`src/rtl/spi_reg_pkg.sv`:
```
package spi_reg_pkg;
  localparam int CMD_W = 3;
  typedef enum logic [CMD_W-1:0] {
    CMD_READ  = 3'b000,
    CMD_WRITE = 3'b100
  } cmd_e;
endpackage

```
`src/rtl/spi_pin_sync.sv`:
```
module spi_pin_sync #(
  parameter int STAGES = 2
) (
  input  logic clk_i,
  input  logic rst_ni,
  input  logic cs_ni,
  input  logic sclk_i,
  input  logic sdi_i,
  output logic cs_hi_o,
  output logic cs_rise_o,
  output logic sclk_rise_o,
  output logic sclk_fall_o,
  output logic sdi_o
);
  logic [STAGES-1:0] cs_sync, sclk_sync, sdi_sync;
  logic cs_d, sclk_d;

  always_ff @(posedge clk_i or negedge rst_ni) begin
    if (!rst_ni) begin
      cs_sync   <= '1;
      sclk_sync <= '0;
      sdi_sync  <= '0;
      cs_d      <= 1'b1;
      sclk_d    <= 1'b0;
    end else begin
      cs_sync   <= {cs_sync[STAGES-2:0], cs_ni};
      sclk_sync <= {sclk_sync[STAGES-2:0], sclk_i};
      sdi_sync  <= {sdi_sync[STAGES-2:0], sdi_i};
      cs_d      <= cs_sync[STAGES-1];
      sclk_d    <= sclk_sync[STAGES-1];
    end
  end

  assign cs_hi_o     = cs_sync[STAGES-1];
  assign cs_rise_o   = cs_sync[STAGES-1] & ~cs_d;
  assign sclk_rise_o = sclk_sync[STAGES-1] & ~sclk_d & ~cs_sync[STAGES-1];
  assign sclk_fall_o = ~sclk_sync[STAGES-1] & sclk_d & ~cs_sync[STAGES-1];
  assign sdi_o       = sdi_sync[STAGES-1];
endmodule

```
`src/rtl/spi_frame.sv`:
```
module spi_frame
  import spi_reg_pkg::*;
#(
  parameter int DW     = 8,
  parameter int AW     = 5,
  parameter int N_CTRL = 4,
  parameter int N_STAT = 4
) (
  input  logic              clk_i,
  input  logic              rst_ni,
  input  logic              cs_hi_i,
  input  logic              cs_rise_i,
  input  logic              sclk_rise_i,
  input  logic              sclk_fall_i,
  input  logic              sdi_i,
  input  logic [DW-1:0]     rd_data_i,
  output logic [AW-1:0]     rd_addr_o,
  output logic              sdo_o,
  output logic              wr_en_o,
  output logic [AW-1:0]     wr_addr_o,
  output logic [DW-1:0]     wr_data_o,
  output logic [N_STAT-1:0] clr_o
);
  localparam int BW = $clog2(DW);
  localparam int CW = $clog2(2*DW+1) + 1;
  localparam logic [CW-1:0] PKT_WR = CW'(2*DW);

  logic [DW-1:0]     rx_sh, tx_sh, data_q;
  logic [BW-1:0]     bit_idx;
  logic [CW-1:0]     pkt_cnt;
  logic [AW-1:0]     addr_q;
  logic              expect_data, wr_cmd_q;
  logic [N_STAT-1:0] rd_mask, rd_hit;
  logic              byte_done;
  cmd_e              cmd;

  assign byte_done = sclk_fall_i && (bit_idx == '0) && (pkt_cnt != '0);
  assign cmd       = cmd_e'(rx_sh[DW-1:AW]);
  assign rd_addr_o = (byte_done && !expect_data) ? rx_sh[AW-1:0] : addr_q;

  always_comb begin
    for (int j = 0; j < N_STAT; j++)
      rd_hit[j] = (rx_sh[AW-1:0] == AW'(N_CTRL + j));
  end

  always_ff @(posedge clk_i or negedge rst_ni) begin
    if (!rst_ni) begin
      rx_sh       <= '0;
      tx_sh       <= '0;
      data_q      <= '0;
      bit_idx     <= '0;
      pkt_cnt     <= '0;
      addr_q      <= '0;
      expect_data <= 1'b0;
      wr_cmd_q    <= 1'b0;
      rd_mask     <= '0;
    end else if (cs_hi_i) begin
      bit_idx     <= '0;
      pkt_cnt     <= '0;
      expect_data <= 1'b0;
      wr_cmd_q    <= 1'b0;
      rd_mask     <= '0;
    end else begin
      if (sclk_rise_i) begin
        rx_sh   <= {rx_sh[DW-2:0], sdi_i};
        bit_idx <= bit_idx + 1'b1;
        if (pkt_cnt != '1) pkt_cnt <= pkt_cnt + 1'b1;
      end
      if (sclk_fall_i) begin
        if (byte_done) tx_sh <= rd_data_i;
        else           tx_sh <= {tx_sh[DW-2:0], 1'b0};
      end
      if (byte_done) begin
        if (expect_data) begin
          data_q      <= rx_sh;
          expect_data <= 1'b0;
        end else begin
          addr_q <= rx_sh[AW-1:0];
          if (cmd == CMD_WRITE) begin
            expect_data <= 1'b1;
            wr_cmd_q    <= (pkt_cnt == CW'(DW));
          end
          if (cmd == CMD_READ) rd_mask <= rd_mask | rd_hit;
        end
      end
    end
  end

  assign sdo_o     = tx_sh[DW-1];
  assign wr_en_o   = cs_rise_i && wr_cmd_q && (pkt_cnt == PKT_WR);
  assign wr_addr_o = addr_q;
  assign wr_data_o = data_q;
  assign clr_o     = cs_rise_i ? rd_mask : '0;

  AST_TX_ONLY_ON_FALL: assert property (@(posedge clk_i) disable iff (!rst_ni)
    !sclk_fall_i |=> $stable(tx_sh)) else $error("tx moved without CLK fall");
  AST_NO_EDGE_CS_HIGH: assert property (@(posedge clk_i) disable iff (!rst_ni)
    cs_hi_i |=> $stable(rx_sh)) else $error("rx shifted while CS high");
  AST_WR_AT_CS_RISE: assert property (@(posedge clk_i) disable iff (!rst_ni)
    wr_en_o |-> cs_rise_i && !expect_data) else $error("write outside CS rise");
endmodule

```
`src/rtl/spi_ctrl_bank.sv`:
```
module spi_ctrl_bank #(
  parameter int DW     = 8,
  parameter int AW     = 5,
  parameter int N_CTRL = 4
) (
  input  logic                 clk_i,
  input  logic                 rst_ni,
  input  logic                 wr_en_i,
  input  logic [AW-1:0]        wr_addr_i,
  input  logic [DW-1:0]        wr_data_i,
  output logic [N_CTRL*DW-1:0] ctrl_o
);
  for (genvar j = 0; j < N_CTRL; j++) begin : g_reg
    always_ff @(posedge clk_i or negedge rst_ni) begin
      if (!rst_ni) ctrl_o[j*DW +: DW] <= '0;
      else if (wr_en_i && wr_addr_i == AW'(j)) ctrl_o[j*DW +: DW] <= wr_data_i;
    end
  end

  AST_CTRL_HOLD: assert property (@(posedge clk_i) disable iff (!rst_ni)
    !wr_en_i |=> $stable(ctrl_o)) else $error("control changed without write");
endmodule

```
`src/rtl/spi_stat_bank.sv`:
```
module spi_stat_bank #(
  parameter int DW     = 8,
  parameter int N_STAT = 4
) (
  input  logic                 clk_i,
  input  logic                 rst_ni,
  input  logic                 cs_hi_i,
  input  logic                 cs_rise_i,
  input  logic [N_STAT*(DW-1)-1:0] flags_i,
  input  logic [N_STAT-1:0]    clr_i,
  output logic [N_STAT*DW-1:0] stat_o,
  output logic                 err_o
);
  localparam int FW = DW - 1;
  logic [N_STAT-1:0][FW-1:0] stat_q;
  logic upd;

  // clear wins on the CS rise cycle; collection resumes one cycle later
  assign upd = cs_hi_i & ~cs_rise_i;

  for (genvar j = 0; j < N_STAT; j++) begin : g_reg
    always_ff @(posedge clk_i or negedge rst_ni) begin
      if (!rst_ni)                 stat_q[j] <= '0;
      else if (cs_rise_i && clr_i[j]) stat_q[j] <= '0;
      else if (upd)                stat_q[j] <= stat_q[j] | flags_i[j*FW +: FW];
    end
    assign stat_o[j*DW +: DW] = {^stat_q[j], stat_q[j]};

    AST_CLR_ON_READ: assert property (@(posedge clk_i) disable iff (!rst_ni)
      (cs_rise_i && clr_i[j]) |=> stat_q[j] == '0) else $error("read status not cleared");
  end

  always_ff @(posedge clk_i or negedge rst_ni) begin
    if (!rst_ni)      err_o <= 1'b0;
    else if (cs_hi_i) err_o <= |stat_q;
  end

  AST_STAT_FROZEN: assert property (@(posedge clk_i) disable iff (!rst_ni)
    !cs_hi_i |=> $stable(stat_q)) else $error("status moved with CS low");
  AST_ERR_FROZEN: assert property (@(posedge clk_i) disable iff (!rst_ni)
    !cs_hi_i |=> $stable(err_o)) else $error("err moved with CS low");
endmodule

```
`src/rtl/spi_reg_slave.sv`:
```
module spi_reg_slave #(
  parameter int DW     = 8,
  parameter int AW     = 5,
  parameter int N_CTRL = 4,
  parameter int N_STAT = 4,
  parameter int SYNC   = 2
) (
  input  logic                     clk_i,
  input  logic                     rst_ni,
  input  logic                     cs_ni,
  input  logic                     sclk_i,
  input  logic                     sdi_i,
  output logic                     sdo_o,
  input  logic [N_STAT*(DW-1)-1:0] stat_flags_i,
  output logic [N_CTRL*DW-1:0]     ctrl_o,
  output logic                     err_o
);
  logic cs_hi, cs_rise, sclk_rise, sclk_fall, sdi_s, wr_en;
  logic [AW-1:0]        rd_addr, wr_addr;
  logic [DW-1:0]        rd_data, wr_data;
  logic [N_STAT-1:0]    clr;
  logic [N_STAT*DW-1:0] stat_bytes;

  spi_pin_sync #(.STAGES(SYNC)) i_sync (
    .clk_i, .rst_ni, .cs_ni, .sclk_i, .sdi_i,
    .cs_hi_o(cs_hi), .cs_rise_o(cs_rise), .sclk_rise_o(sclk_rise),
    .sclk_fall_o(sclk_fall), .sdi_o(sdi_s)
  );

  spi_frame #(.DW(DW), .AW(AW), .N_CTRL(N_CTRL), .N_STAT(N_STAT)) i_frame (
    .clk_i, .rst_ni, .cs_hi_i(cs_hi), .cs_rise_i(cs_rise),
    .sclk_rise_i(sclk_rise), .sclk_fall_i(sclk_fall), .sdi_i(sdi_s),
    .rd_data_i(rd_data), .rd_addr_o(rd_addr), .sdo_o,
    .wr_en_o(wr_en), .wr_addr_o(wr_addr), .wr_data_o(wr_data), .clr_o(clr)
  );

  spi_ctrl_bank #(.DW(DW), .AW(AW), .N_CTRL(N_CTRL)) i_ctrl (
    .clk_i, .rst_ni, .wr_en_i(wr_en), .wr_addr_i(wr_addr),
    .wr_data_i(wr_data), .ctrl_o
  );

  spi_stat_bank #(.DW(DW), .N_STAT(N_STAT)) i_stat (
    .clk_i, .rst_ni, .cs_hi_i(cs_hi), .cs_rise_i(cs_rise),
    .flags_i(stat_flags_i), .clr_i(clr), .stat_o(stat_bytes), .err_o
  );

  // read mux: control, then status, unmapped reads zero
  always_comb begin
    rd_data = '0;
    for (int j = 0; j < N_CTRL; j++)
      if (rd_addr == AW'(j)) rd_data = ctrl_o[j*DW +: DW];
    for (int j = 0; j < N_STAT; j++)
      if (rd_addr == AW'(N_CTRL + j)) rd_data = stat_bytes[j*DW +: DW];
  end
endmodule

```
`config.mk`:
```
export PLATFORM = sky130hd
export DESIGN_NAME = spi_reg_slave
export DESIGN_NICKNAME = d
export VERILOG_FILES = /design/src/rtl/spi_reg_pkg.sv /design/src/rtl/spi_pin_sync.sv /design/src/rtl/spi_frame.sv /design/src/rtl/spi_ctrl_bank.sv /design/src/rtl/spi_stat_bank.sv /design/src/rtl/spi_reg_slave.sv
export SDC_FILE = /design/constraint.sdc
export NUM_CORES = 1
export LEC_CHECK = 0
export BUFFER_PORTS_ARGS = -buffer_cell sky130_fd_sc_hd__buf_2
export CORE_UTILIZATION = 53
export DETAILED_ROUTE_END_ITERATION = 7
export GPL_ROUTABILITY_DRIVEN = 0
export PLACE_DENSITY = 0.76
export SLEW_MARGIN = 20
export SYNTH_ARGS = -nofsm -noshare
export SYNTH_HDL_FRONTEND = slang
export SYNTH_HIERARCHICAL = 1
export SYNTH_SLANG_ARGS = --single-unit
```
`constraint.sdc`:
```
create_clock -name clk_i -period 3.3 [get_ports clk_i]
set_clock_uncertainty 0.15 [all_clocks]
set_input_delay 0.66 -clock clk_i [delete_from_list [all_inputs] [get_ports clk_i]]
set_output_delay 0.66 -clock clk_i [all_outputs]
set_load 0.1 [all_outputs]
```
## After elaboration in Yosys (flattened, before gate mapping)

Index checks and enable logic that the tools add are counted.

| word-level totals | value |
|---|---|
| flip-flop bits (word level) | 113 |
| input port bits | 33 |
| output and inout bits | 34 |
| logic and storage cells | 137 |

| operators by class | value |
|---|---|
| $add $sub $neg | 2 |
| equality and inequality tests | 19 |
| multiplexer cells | 36 |
| bitwise gates (word level) | 17 |
| reduce and logical (&&, ||, !) cells | 40 |

Operators with widths:

| kind | count |
|---|---|
| $mux W8 | 9 |
| $mux W7 | 8 |
| $eq A5 B3 Y1 const B | 8 |
| $or A7 B7 Y7 | 4 |
| $reduce_or A28 Y1 | 1 |
| $reduce_xor A7 Y1 | 4 |
| $eq A5 B2 Y1 const B | 4 |
| $mux W4 | 5 |
| $mux W6 | 3 |
| $reduce_bool A2 Y1 | 9 |
| $logic_and A1 B1 Y1 | 13 |
| $reduce_and A3 Y1 | 4 |
| $eq A5 B1 Y1 const B | 2 |
| $logic_not A5 Y1 | 2 |
| $mux W1 | 8 |
| $add A6 B1 Y6 const B | 1 |
| $and A1 B1 Y1 | 6 |
| $eq A6 B4 Y1 const B | 1 |
| $eq A6 B5 Y1 const B | 1 |
| $logic_not A3 Y1 | 2 |
| $mux W3 | 2 |
| $ne A6 B6 Y1 const B | 1 |
| $not A1 Y1 | 6 |
| $reduce_and A2 Y1 | 3 |
| other kinds (7) | 7 |

## Depth between registers and ports, before layout

| depth | value |
|---|---|
| word-level depth | 17 |
| gate-level depth with buffers | 13 |
| mapped depth without buffers | 10 |

## Modules after synthesis

Netlist, hierarchy kept.

Modules (own cells, without submodules):

| module | instances | cells an instance | area an instance (µm²) | sequential area each (µm²) |
|---|---|---|---|---|
| spi_frame | 1 | 202 | 2260.9 | 1101.1 |
| spi_stat_bank | 1 | 146 | 1450.1 | 725.7 |
| spi_ctrl_bank | 1 | 70 | 1227.4 | 800.8 |
| spi_reg_slave | 1 | 52 | 573.0 | 0.0 |
| spi_pin_sync | 1 | 11 | 225.2 | 203.9 |

## Worst setup path after synthesis

OpenSTA, ideal clock, no wires.

| path | value |
|---|---|
| path kind | reg-to-reg |
| from | register i_frame.pkt_cnt[0] |
| to | register i_frame.tx_sh[1] |
| setup time | 0.141 ns |
| arrival | 2.854 ns |
| required time | 3.009 ns |
| path slack | 0.155 ns |
| stages on the path, launching flop included | 13 |
| path buffers | 3 |
| period minus slack after synthesis | 3.145 ns |
| cells stage by stage | dfrtp_1 -> inv_1 -> ha_1 -> or4b_1 -> buf_6 -> o211ai_2 -> mux2_2 -> buf_6 -> buf_6 -> or3_4 -> o221a_1 -> o211ai_1 -> a31oi_1 |

| between the ends | value |
|---|---|
| cells in the longest elaborated chain, start to end | 14 |
| elaborated cells on any way between the ends | 21 |
| those cells by class | eq/ne: 7; mux: 10; reduce/logical: 4 |

RTL lines:

| what | line | source |
|---|---|---|
| from (decl) | spi_frame.sv:30 | `logic [CW-1:0] pkt_cnt;` |
| from (signal assigned) | spi_frame.sv:67 | `if (pkt_cnt != '1) pkt_cnt <= pkt_cnt + 1'b1;` |
| $reduce_bool A6 Y1 (*) | spi_frame.sv:37 | `assign byte_done = sclk_fall_i && (bit_idx == '0) && (pkt_cnt != '0);` |
| $logic_and A1 B1 Y1 (*) | spi_frame.sv:37 |  |
| $logic_and A1 B1 Y1 (*) | spi_frame.sv:39 | `assign rd_addr_o = (byte_done && !expect_data) ? rx_sh[AW-1:0] : addr_q;` |
| $mux W5 (*) | spi_frame.sv:39 |  |
| named net rd_addr[0] | spi_reg_slave.sv:19 | `logic [AW-1:0] rd_addr, wr_addr;` |
| $logic_not A5 Y1 | spi_reg_slave.sv:51 | `if (rd_addr == AW'(j)) rd_data = ctrl_o[j*DW +: DW];` |
| $mux W8 (4 in a row) | spi_reg_slave.sv:51 |  |
| $mux W8 (3 in a row) | spi_reg_slave.sv:53 | `if (rd_addr == AW'(N_CTRL + j)) rd_data = stat_bytes[j*DW +: DW];` |
| $mux W8 (*) | spi_reg_slave.sv:53 |  |
| named net rd_data[1] | spi_reg_slave.sv:20 | `logic [DW-1:0] rd_data, wr_data;` |
| $mux W8 (*) | spi_frame.sv:70 | `if (byte_done) tx_sh <= rd_data_i;` |
| to (signal assigned) | spi_frame.sv:70 |  |
| to (signal assigned) | spi_frame.sv:71 | `else tx_sh <= {tx_sh[DW-2:0], 1'b0};` |
| to (decl) | spi_frame.sv:28 | `logic [DW-1:0] rx_sh, tx_sh, data_q;` |

Mark *: on every way through the listed nets, which the timed path passes. The rest lies on a longest branch.
A chain may end at the register's enable or synchronous reset.

## Worst setup path after layout

| path | value |
|---|---|
| from | register i_frame.pkt_cnt[0] |
| to | register i_frame.tx_sh[2] |

Same word-level chain as after synthesis.

==> impl_metrics.toml <==
[status]
outcome = "finished with violations"
violations = "hold timing"

[synthesis]
postSynthAreaPerCell_um2 = 11.9
synth_top_area_share_pct = 48.0
yosysSeqAreaShare_pct = 49.4
yosysTopAreaCell = "dfrtp_1"
synth-seq-cells = 113
async_flop_share_pct = 100
yosys_warnings = 6
syn_nets = 524
synth_edf_count = 0
synth.area.top_cells = "dfrtp_1 (48%), mux2_2 (11%), o22ai_1 (2.6%)"
synthCells = 481
syn_area_um2 = 5740
synth.distinct_cells = 58
synth_ff_type = "dfrtp_1"

[pwr]
p_leak_uw = 0.00328
ir_drop_mv = 0.468
p_total_uw = 3610
p_per_area_nw_per_um2 = 525

[timing]
maxSlewViolCount = 0
worst_pin_slew_ns = 0.844
setup_viol = 0
fmax_mhz = 312
hold_ws_ns = -0.00593
post-route-period-util_pct = 97.2
slew_headroom_pct = 43.6
fin_crit_ns = 3.21
final-hold-violation-count = 8

[global_routing]
grt_pass1_wl_um = 22900
grt_pass1_vias = 4331
grt_max_degree = 70
overflow = 0
groute.usage.overall_pct = 27.0
antenna_found_initial = 0

[clocking]
clkSlewWorstSetupHoldPaths_ns = 0.06
postCtsHoldBufs = 0
insertion_delay_ns = 0.53
root_buffer = "clkbuf_8"
cts_max_path_buffers = 2
numClockSinks = 113
cts_tree = "built"
cts_buffers = 17
cts-htree-levels = 4

[drt]
ant_nets = 0
vias = 4346
finalWirelength_um = 14600
drt_iter0_markers = 344
firstDrtPassIters = 5
drcViolationCount = 0
vias_per_cell = 6.15
wl_per_cell_um = 20.7

[setup_path]
cp_cell_sequence = "inv_1, ha_1, or4b_4, o211ai_4, buf_12, mux2_4, buf_4, nor3b_1, a211oi_1, o221a_1, o211ai_1, a31oi_1"
critPathSlowestCell = "or4b_4"
cp-start-kind = "flop"
critPathCaptureType = "flop"
cpPeakStageDelay_ns = 0.50
required_ns = 3.55
crit_type = "flop to flop"
worstPathMaxFanout = 8
arrival_ns = 3.46

[place]
port_buffers = 66
dp_hpwl_um = 9640

[floorplan]
rows = 37
boundaryPins = 67
die_x_um = 106
die_h_um = 106
core_um2 = 10400
start_util_pct = 55.1
die_area_um2 = 11200

[layout]
multi_input_area_um2 = 2680
register_area_um2 = 2830
finalNetCount = 601
fillers = 796
syn2layout_area_growth_pct = 19.8
mostFrequentLayoutCells = "dfrtp_1 (110), buf_2 (65), mux2_2 (56), inv_1 (38), a21oi_1 (26)"
drive_gt1_share_pct = 33.8
final_common_cell = "dfrtp_1"
final_core_util_pct = 66.0
diodes = 0

[run]
maxCapViolCount = 0

[worst_hold_path]
min_path_type = "primary input to async pin"
-- state kept, by name (all words and copies together), names as in the netlist --
signal / cells
i_frame/pkt_cnt: 6
i_frame/rx_sh: 8
i_sync/cs_sync: 2
i_stat/err_o: 1
i_frame/bit_idx: 3
i_frame/tx_sh: 8
i_frame/rd_mask: 4
i_sync/cs_d: 1
i_sync/sclk_sync: 2
i_frame/wr_addr_o: 5
i_sync/sclk_d: 1
i_frame/wr_data_o: 8
i_frame/expect_data: 1
i_ctrl/ctrl_o: 32
i_sync/sdi_sync: 2
i_frame/wr_cmd_q: 1
i_stat/stat_o: 28
-- critical path, delay by kind of cell (launching register included) --
family	cells	cell delay (ns)
adders and majority gates	1	0.19
DFF	1	0.41
muxes	1	0.38
buffers and inverters	3	0.43
and+or+nand+nor	2	0.75
AOI/OAI and AO/OA	5	0.77
-- Yosys cell counts, types with 2 or more instances --
library cell  number
nand3b_2           2
xnor2_1           14
and2_1             4
mux4_1             5
a211oi_1           5
o2111ai_4          2
a22o_1            10
or4b_1             2
dfstp_2            3
buf_2              2
o221a_1            4
nor4b_1            2
o211ai_1           8
dfrtp_1          110
xor2_1             6
clkbuf_1          13
mux2i_1           14
o31ai_1            2
nor3_1             4
mux4_2             3
nor4_1             4
buf_6              6
nor2_1            17
a21oi_1           26
nor3b_1            6
nand2_1           12
a31oi_1            8
mux2_2            57
o22ai_1           24
nand3_1            5
o2111ai_1          2
inv_1             38
and4_1             2
or3_1              2
ha_1              10
nand3b_1           2
nand4_1            2
o41ai_1            4
o21ai_0            3
nor2b_1           12
a22oi_1            7
-- path summary, 6_finish.rpt --
kind	startpoint	slack, ns	cells after the start	endpoint
max	i_frame/pkt_cnt[0]$_DFFE_PN0P_	0.09	12	i_frame/tx_sh[2]$_DFFE_PN0P_
min	rst_ni	-0.006	1	i_stat/stat_o[20]$_DFFE_PN0P_
max reg2reg	i_frame/pkt_cnt[0]$_DFFE_PN0P_	0.09	12	i_frame/tx_sh[2]$_DFFE_PN0P_
min reg2reg	i_sync/sdi_sync[0]$_DFF_PN0_	0.20	0	i_sync/sdi_sync[1]$_DFF_PN0_
max in group asynchronous	rst_ni	2.22	2	i_sync/cs_sync[0]$_DFF_PN1_
min in group clk_i	cs_ni	0.09	1	i_sync/cs_sync[0]$_DFF_PN1_
-- power by group --
part	total [uW]	switching, uW	leakage (uW)	internal, uW
Sequential	1500	64.1	0.00137	1440
Clock	1820	722	0.000284	1100
Combinational	287	171	0.00162	116
-- metrics by stage --
step	setup TNS [ns]	setup slack (ns)	cell area, um2	instances	hold WS (ns)
2_1_floorplan	0	0.155	5740	481	0.181
3_3_place_gp	0	0.0275	6200	671	0.185
3_5_place_dp	-0.0384	-0.0384	6200	671	0.190
4_1_cts	0	0.0346	6790	703	0.00520
5_1_grt	-0.0627	-0.0481	6870	707	0.0369
6_report	0	0.0920	6870	707	-0.00593
-- per-layer routing --
layer	vias up	track usage (%)	wire length, um
li1	1943	-	-
met1	2201	35.1	6220
met5	-	0	0
met2	169	44.8	7220
met3	33	5.15	765
met4	0	10.4	405
-- cell type report --
class | count | share of cell area, %
timing repair buffer | 79 | 6.63
inverter | 39 | 2.13
sequential | 113 | 41.2
tap | 136 | 2.48
clock buffer | 17 | 6.03
multi-input combinational | 308 | 39.0
clock inverter | 15 | 2.51
-- timing repair --
item	in CTS	in global routing
setup buffers	0	2
pin swaps	0	1
gates cloned	0	2
hold endpoints to repair	0	0
gates resized for setup	2	5
endpoints found under the setup margin	6	8
-- cell families (layout without fill, tap and decap cells) --
kind of cell    after synthesis  in the layout  synth area share [%]
flops                       113            113                  49.4
compound gates              109            109                  13.7
simple gates                 88             88                  9.64
mux                          79             81                  17.1
buf+inv                      62            150                  4.95
xor+xnor                     20             20                  3.05
fa+ha+maj                    10             10                  2.18
(Power assumes the default switching activity.)
